## src/rtl/pwr_seq_pkg.sv

```systemverilog
// Shared definitions for the power domain sequencing controller.
// Assumes byte offsets on a 5-bit register address.
package pwr_seq_pkg;
    localparam int ADDR_W = 5;
    localparam logic [ADDR_W-1:0] OFS_UP   = 5'h00;
    localparam logic [ADDR_W-1:0] OFS_DN   = 5'h04;
    localparam logic [ADDR_W-1:0] OFS_STAT = 5'h08;
    localparam logic [ADDR_W-1:0] OFS_IMSK = 5'h0C;
    localparam logic [ADDR_W-1:0] OFS_RAW  = 5'h10;
    localparam logic [ADDR_W-1:0] OFS_CLR  = 5'h18;
    localparam logic [ADDR_W-1:0] OFS_DLY  = 5'h1C;

    typedef enum logic [2:0] {
        ST_IDLE, ST_SCAN, ST_ACK, ST_DLY, ST_DONE
    } seq_state_t;
endpackage

```

## src/rtl/pwr_seq_timer.sv

```systemverilog
// Switch-delay down-counter. A load starts a count of load_val cycles;
// expired is high while the count sits at zero and the timer is running.
// Assumes load is never asserted while expired is high.
module pwr_seq_timer #(
    parameter int CNT_W = 16
) (
    input  logic             clk,
    input  logic             rst_n,
    input  logic             load,
    input  logic [CNT_W-1:0] load_val,
    output logic             expired
);
    logic [CNT_W-1:0] cnt;
    logic             run;

    // Load, count down, and stop once expiry has been seen.
    always_ff @(posedge clk) begin
        if (!rst_n) begin
            cnt <= '0;
            run <= 1'b0;
        end else if (load) begin
            cnt <= load_val;
            run <= 1'b1;
        end else if (run) begin
            if (cnt == '0) run <= 1'b0;
            else           cnt <= cnt - 1'b1;
        end
    end

    assign expired = run && (cnt == '0);

    // a load arms the timer with exactly the programmed delay
    a_r6_load_value: assert property (@(posedge clk) disable iff (!rst_n)
        load |=> (run && cnt == $past(load_val)));
endmodule

```

## src/rtl/pwr_seq_engine.sv

```systemverilog
// Domain sequencer. Latches the effective mask of a command, then steps
// through its set bits in ascending order: drive the enable, wait for the
// acknowledge to match, wait the switch delay, commit. Commands are
// accepted only in IDLE. Assumes at most one command strobe per cycle.
module pwr_seq_engine
    import pwr_seq_pkg::*;
#(
    parameter int N_DOM = 4
) (
    input  logic             clk,
    input  logic             rst_n,
    input  logic             up_wr,
    input  logic             dn_wr,
    input  logic [N_DOM-1:0] wmask,
    input  logic             legacy,
    input  logic [N_DOM-1:0] dom_ack,
    input  logic             tmr_exp,
    output logic             tmr_load,
    output logic [N_DOM-1:0] dom_en,
    output logic [N_DOM-1:0] dom_on,
    output logic             cmd_done
);
    localparam int IDX_W = (N_DOM > 1) ? $clog2(N_DOM) : 1;

    seq_state_t       state;
    logic [N_DOM-1:0] pend;
    logic             dir_up;
    logic [IDX_W-1:0] idx;
    logic [IDX_W-1:0] low_idx;
    logic             ack_ok;

    // Find the lowest pending domain.
    always_comb begin
        low_idx = '0;
        for (int i = N_DOM - 1; i >= 0; i--) begin
            if (pend[i]) low_idx = IDX_W'(i);
        end
    end

    assign ack_ok   = (dom_ack[idx] == dom_en[idx]);
    assign tmr_load = (state == ST_ACK) && ack_ok;
    assign cmd_done = (state == ST_DONE) && !(legacy && !dir_up && dom_on == '0);

    // Command acceptance and per-domain step sequencing.
    always_ff @(posedge clk) begin
        if (!rst_n) begin
            state  <= ST_IDLE;
            pend   <= '0;
            dir_up <= 1'b0;
            idx    <= '0;
            dom_en <= '0;
            dom_on <= '0;
        end else begin
            case (state)
                ST_IDLE: begin
                    if (up_wr) begin
                        pend   <= wmask & ~dom_on;
                        dir_up <= 1'b1;
                        state  <= ST_SCAN;
                    end else if (dn_wr) begin
                        pend   <= wmask & dom_on;
                        dir_up <= 1'b0;
                        state  <= ST_SCAN;
                    end
                end
                ST_SCAN: begin
                    if (pend == '0) begin
                        state <= ST_DONE;
                    end else begin
                        idx             <= low_idx;
                        dom_en[low_idx] <= dir_up;
                        state           <= ST_ACK;
                    end
                end
                ST_ACK: begin
                    if (ack_ok) state <= ST_DLY;
                end
                ST_DLY: begin
                    if (tmr_exp) begin
                        dom_on[idx] <= dir_up;
                        pend[idx]   <= 1'b0;
                        state       <= ST_SCAN;
                    end
                end
                default: state <= ST_IDLE;
            endcase
        end
    end

    // never more than one enable edge per cycle
    a_r5_single_step: assert property (@(posedge clk) disable iff (!rst_n)
        $countones(dom_en ^ $past(dom_en)) <= 1);
    // a domain's committed state changes only after the delay expired
    a_r6_commit_after_delay: assert property (@(posedge clk) disable iff (!rst_n)
        (dom_on != $past(dom_on)) |-> $past(tmr_exp));
    // completion is signalled only with nothing left pending
    a_r4_done_empty: assert property (@(posedge clk) disable iff (!rst_n)
        cmd_done |-> (pend == '0));
endmodule

```

## src/rtl/pwr_seq_regs.sv

```systemverilog
// Register port: decodes command strobes, holds the interrupt mask, the
// raw completion flag and the switch delay, and muxes read data.
// Assumes reads are combinational on the address.
module pwr_seq_regs
    import pwr_seq_pkg::*;
#(
    parameter int N_DOM  = 4,
    parameter int DLY_W  = 16,
    parameter int DATA_W = 32
) (
    input  logic              clk,
    input  logic              rst_n,
    input  logic              wr_en,
    input  logic [ADDR_W-1:0] addr,
    input  logic [DATA_W-1:0] wdata,
    input  logic [N_DOM-1:0]  dom_on,
    input  logic              cmd_done,
    output logic              up_wr,
    output logic              dn_wr,
    output logic [N_DOM-1:0]  wmask,
    output logic [DLY_W-1:0]  dly_val,
    output logic [DATA_W-1:0] rdata,
    output logic              irq
);
    logic imsk;
    logic raw;
    logic clr_hit;
    logic unused_hi;

    assign up_wr     = wr_en && (addr == OFS_UP);
    assign dn_wr     = wr_en && (addr == OFS_DN);
    assign wmask     = wdata[N_DOM-1:0];
    assign clr_hit   = wr_en && (addr == OFS_CLR) && wdata[0];
    assign unused_hi = ^wdata[DATA_W-1:DLY_W];

    // Mask and delay register writes.
    always_ff @(posedge clk) begin
        if (!rst_n) begin
            imsk    <= 1'b0;
            dly_val <= '0;
        end else if (wr_en) begin
            if (addr == OFS_IMSK) imsk    <= wdata[0];
            if (addr == OFS_DLY)  dly_val <= wdata[DLY_W-1:0];
        end
    end

    // Raw completion flag: set by the sequencer, cleared by write-one.
    always_ff @(posedge clk) begin
        if (!rst_n)        raw <= 1'b0;
        else if (cmd_done) raw <= 1'b1;
        else if (clr_hit)  raw <= 1'b0;
    end

    // Read data multiplexer; status is inverted (1 = powered down).
    always_comb begin
        rdata = '0;
        case (addr)
            OFS_STAT: rdata[N_DOM-1:0] = ~dom_on;
            OFS_IMSK: rdata[0]         = imsk;
            OFS_RAW:  rdata[0]         = raw;
            OFS_DLY:  rdata[DLY_W-1:0] = dly_val;
            default:  rdata            = '0;
        endcase
    end

    assign irq = raw & imsk;

    // completion always reaches the raw flag
    a_r7_raw_set: assert property (@(posedge clk) disable iff (!rst_n)
        cmd_done |=> raw);
    // a write-one clear without a new completion drops the flag
    a_r8_clear: assert property (@(posedge clk) disable iff (!rst_n)
        (clr_hit && !cmd_done) |=> !raw);
endmodule

```

## src/rtl/pwr_seq_ctrl.sv

```systemverilog
// Top of the power domain sequencing controller: register port, domain
// sequencer and switch-delay timer. Assumes N_DOM between 1 and 8 and
// DLY_W below DATA_W.
module pwr_seq_ctrl
    import pwr_seq_pkg::*;
#(
    parameter int N_DOM  = 4,
    parameter int DLY_W  = 16,
    parameter int DATA_W = 32
) (
    input  logic              clk,
    input  logic              rst_n,
    input  logic              reg_wr,
    input  logic [ADDR_W-1:0] reg_addr,
    input  logic [DATA_W-1:0] reg_wdata,
    output logic [DATA_W-1:0] reg_rdata,
    input  logic              legacy_mode,
    output logic [N_DOM-1:0]  dom_pwr_en,
    input  logic [N_DOM-1:0]  dom_pwr_ack,
    output logic              irq
);
    logic             up_wr, dn_wr, cmd_done, tmr_load, tmr_exp;
    logic [N_DOM-1:0] wmask, dom_on;
    logic [DLY_W-1:0] dly_val;

    pwr_seq_regs #(.N_DOM(N_DOM), .DLY_W(DLY_W), .DATA_W(DATA_W)) u_regs (
        .clk(clk), .rst_n(rst_n), .wr_en(reg_wr), .addr(reg_addr),
        .wdata(reg_wdata), .dom_on(dom_on), .cmd_done(cmd_done),
        .up_wr(up_wr), .dn_wr(dn_wr), .wmask(wmask), .dly_val(dly_val),
        .rdata(reg_rdata), .irq(irq)
    );

    pwr_seq_engine #(.N_DOM(N_DOM)) u_engine (
        .clk(clk), .rst_n(rst_n), .up_wr(up_wr), .dn_wr(dn_wr),
        .wmask(wmask), .legacy(legacy_mode), .dom_ack(dom_pwr_ack),
        .tmr_exp(tmr_exp), .tmr_load(tmr_load), .dom_en(dom_pwr_en),
        .dom_on(dom_on), .cmd_done(cmd_done)
    );

    pwr_seq_timer #(.CNT_W(DLY_W)) u_timer (
        .clk(clk), .rst_n(rst_n), .load(tmr_load), .load_val(dly_val),
        .expired(tmr_exp)
    );
endmodule

```

## config.mk

```make
export PLATFORM = sky130hd
export DESIGN_NAME = pwr_seq_ctrl
export DESIGN_NICKNAME = d
export VERILOG_FILES = /design/src/rtl/pwr_seq_pkg.sv /design/src/rtl/pwr_seq_timer.sv /design/src/rtl/pwr_seq_engine.sv /design/src/rtl/pwr_seq_regs.sv /design/src/rtl/pwr_seq_ctrl.sv
export SDC_FILE = /design/constraint.sdc
export NUM_CORES = 1
export LEC_CHECK = 0
export BUFFER_PORTS_ARGS = -buffer_cell sky130_fd_sc_hd__buf_4
export CORE_MARGIN = 2
export CORE_UTILIZATION = 57
export DETAILED_ROUTE_END_ITERATION = 10
export PLACE_DENSITY = 0.85
export RECOVER_POWER = 100
export SLEW_MARGIN = 20
export SYNTH_ARGS = -nofsm -noshare
export SYNTH_HDL_FRONTEND = slang
export SYNTH_SLANG_ARGS = --single-unit
```

## constraint.sdc

```tcl
create_clock -name clk -period 5.84 [get_ports clk]
set_input_delay 1.168 -clock clk [delete_from_list [all_inputs] [get_ports clk]]
set_output_delay 1.168 -clock clk [all_outputs]
set_load 0.01 [all_outputs]
```

==> reports/results.tsv <==
metric	value	unit
cts_setup_buffers	0	
start_util	58.1	%
p_total	0.678	mW
htree_levels	2	
whs	0.482	ns
slowest_stage	and2_0	
hold_violations	0	
clock_skew	0.00766	ns
die_w	78.2	µm
slew_viol_final	59	
syn_inst	376	
worstPathRequired	4.67	ns
rsz0062_at_grt	no	
portBuffers	49	
synthTopCellsByCount	dfxtp_1 (53), nand2_1 (33), a21oi_1 (24), nor2_1 (20), nand3_1 (19)	
gr-usage-all-layers	25.8	%
setup_violations	0	
synth_most_common_cell	dfxtp_1	
wl_per_cell	16.3	µm
overflow	0	
fillers	509	
cts_root_buf	clkbuf_8	
worstSetupEndpointType	output pin	
yosysSeqAreaShare	33.8	%
antenna_cells	0	
ys_warn_count	0	
failed_checks	capacitance limit, slew limit	
synthToLayoutAreaGrowth	8.65	%
post_cts_resized	0	
leakage	1.22	nW
nets	453	
startpoint_type	primary input	
crit_path_max_incr_delay	0.75	ns
drc	0	
numCtsBuffers	5	
grt_max_degree	48	
cts_buffer_depth	2	
yosysTopAreaCell	dfxtp_1	
critPathMostFrequentCell	clkbuf_1	
drive_gt1_share	14.5	%
clk_pin_slew	0.11	ns
synth_seq_cells	53	
worst_hold_path_type	flip-flop to flip-flop	
max_freq	219	MHz
period_minus_slack	4.56	ns
cp_max_fo	17	
netlist_area	3140	µm²
synth_top_area_share	33.8	%
antenna_found_initial	0	
utilization	63.1	%
max_cap_violations	2	
core-area	5410	µm²
tns	0	ns
ys_types	56	
fin_crit_sh	78.1	%
detailed_place_hpwl	5540	µm
async_flop_share	0	%
postRouteAntennaNets	0	
crit_chain	clkbuf_1 -> nor4bb_1 -> clkbuf_1 -> and2_0 -> nand2_1 -> o21ai_0 -> clkbuf_1	
r2r_slack	2.72	ns
grt_pass1_vias	2762	
relSlewSlack	-38.9	%
synth_edf_count	0	
status	finished with violations	
routabilityCongestion	0.923	
cts_tree	built	
cts.sinks	53	
ir_drop	0.000122	V
io_pins	82	
grt_pass1_wl	12900	µm
row_count	27	
yosys-top-cells-area	dfxtp_1 (34%), a211oi_1 (4.3%), nand2_1 (3.9%)	
dr.pass1.iters	5	
fp.dieH	78.2	µm
path_class	primary input to output pin	
syn_area_per_cell	8.35	µm²
vias	3012	
routed_wl	7830	µm
power.density	199	nW/µm²
die-area	6120	µm²
cp_data_arrival_time	3.39	ns
worst_pin_slew	2.08	ns
synth_flop_cell	dfxtp_1	
cts_hold_buf	0	
avgViaCountPerCell	6.29	
drt_iter0_drc	298	
clock_latency	0.32	ns
worst paths after layout:
check                                                startpoint                               to  cells past startpoint
worst min-delay path            u_regs.dly_val[14]$_SDFFE_PN0P_  u_regs.dly_val[14]$_SDFFE_PN0P_                      2
worst max-delay path                                reg_addr[2]                     reg_rdata[3]                      7
worst min register to register  u_regs.dly_val[14]$_SDFFE_PN0P_  u_regs.dly_val[14]$_SDFFE_PN0P_                      2
worst max register to register      u_timer.cnt[0]$_SDFFE_PN0P_      u_timer.cnt[2]$_SDFFE_PN0P_                      6
metrics by stage:
| step | instances | setup WS (ns) | instance area (µm²) |
|---|---|---|---|
| final | 479 | 1.28 | 3410 |
| after global routing | 479 | 1.03 | 3410 |
| after CTS | 479 | 1.96 | 3500 |
| after detailed placement | 471 | 1.97 | 3380 |
| after global placement | 471 | 1.98 | 3380 |
| after floorplan | 391 | 1.79 | 3200 |
placed cells by master (no fill, tap or decap), types with 3 or more instances in the layout:
master	synthesis	layout
a21oi_1	24	24
nor2b_1	3	3
nand2b_1	3	3
nand2_1	33	33
o31ai_1	6	6
buf_4	16	32
or3_2	3	3
a311oi_1	14	14
or4_2	3	3
clkbuf_8	6	5
and3_1	13	13
o41ai_1	7	7
o21ai_0	13	13
nand3_1	19	19
a211oi_1	18	18
conb_1	1	16
nor4_1	4	5
or4b_2	5	5
mux2i_1	7	7
nand3b_1	5	5
clkbuf_1	18	22
xnor2_1	9	9
nor3_1	5	5
inv_1	8	8
or4_1	6	6
nor2_1	20	20
a31o_2	3	3
nand4b_1	3	3
or3_1	4	4
nand4_1	7	7
dfxtp_1	53	53
critical path: cells and delay by family:
family,cells,cell delay (ns)
and+or+nand+nor,3,1.14
AOI/OAI and AO/OA,1,0.12
buffers and inverters,3,0.95
cell families (layout without fill, tap and decap cells):
kind of cell	Yosys count	after routing	share of synthesized area, %
AND/OR/NAND/NOR	152	152	28.0
AO/OA/AOI/OAI	97	97	21.4
buffers and inverters	54	70	10.8
flip-flops	53	53	33.8
XOR/XNOR	9	9	2.51
multiplexers	8	8	2.59
adder cells (fa/ha/maj)	2	2	0.797
other	1	16	0.119
layer usage:
| layer | global-route usage (%) | share of wire, % | vias up |
|---|---|---|---|
| met1 | 35.7 | 44 | 1419 |
| li1 | - | - | 1442 |
| met2 | 40.2 | 47 | 135 |
| met3 | 4.71 | 7.6 | 16 |
| met4 | 10.0 | 1.6 | 0 |
| met5 | 0 | 0 | - |
flip-flops by register name (all words and copies together), names as in the netlist:
| register | flops |
|---|---|
| u_regs.dly_val | 16 |
| u_engine.state | 3 |
| u_engine.dir_up | 1 |
| u_timer.cnt | 16 |
| u_engine.pend | 4 |
| u_engine.dom_en | 4 |
| u_regs.imsk | 1 |
| u_engine.idx | 2 |
| u_timer.run | 1 |
| u_regs.raw | 1 |
| u_engine.dom_on | 4 |
where the power goes:
group	switching, mW	internal [mW]	total, mW
Combinational	0.0280	0.0180	0.0460
Sequential	0.00169	0.363	0.364
Clock	0.136	0.132	0.268
Total	0.166	0.512	0.678
layout make-up:
| cell class | count | area [µm²] | share of cell area [%] |
|---|---|---|---|
| multi-input cells | 284 | 1790 | 52.4 |
| clock inverters | 3 | 50.0 | 1.47 |
| clock buffers | 5 | 68.8 | 2.02 |
| inverters | 8 | 30.0 | 0.880 |
| repair buffers | 54 | 323 | 9.46 |
| well taps | 72 | 90.1 | 2.64 |
| flip-flops and latches | 53 | 1060 | 31.1 |
Note: power is estimated with default switching activity, not from simulation.
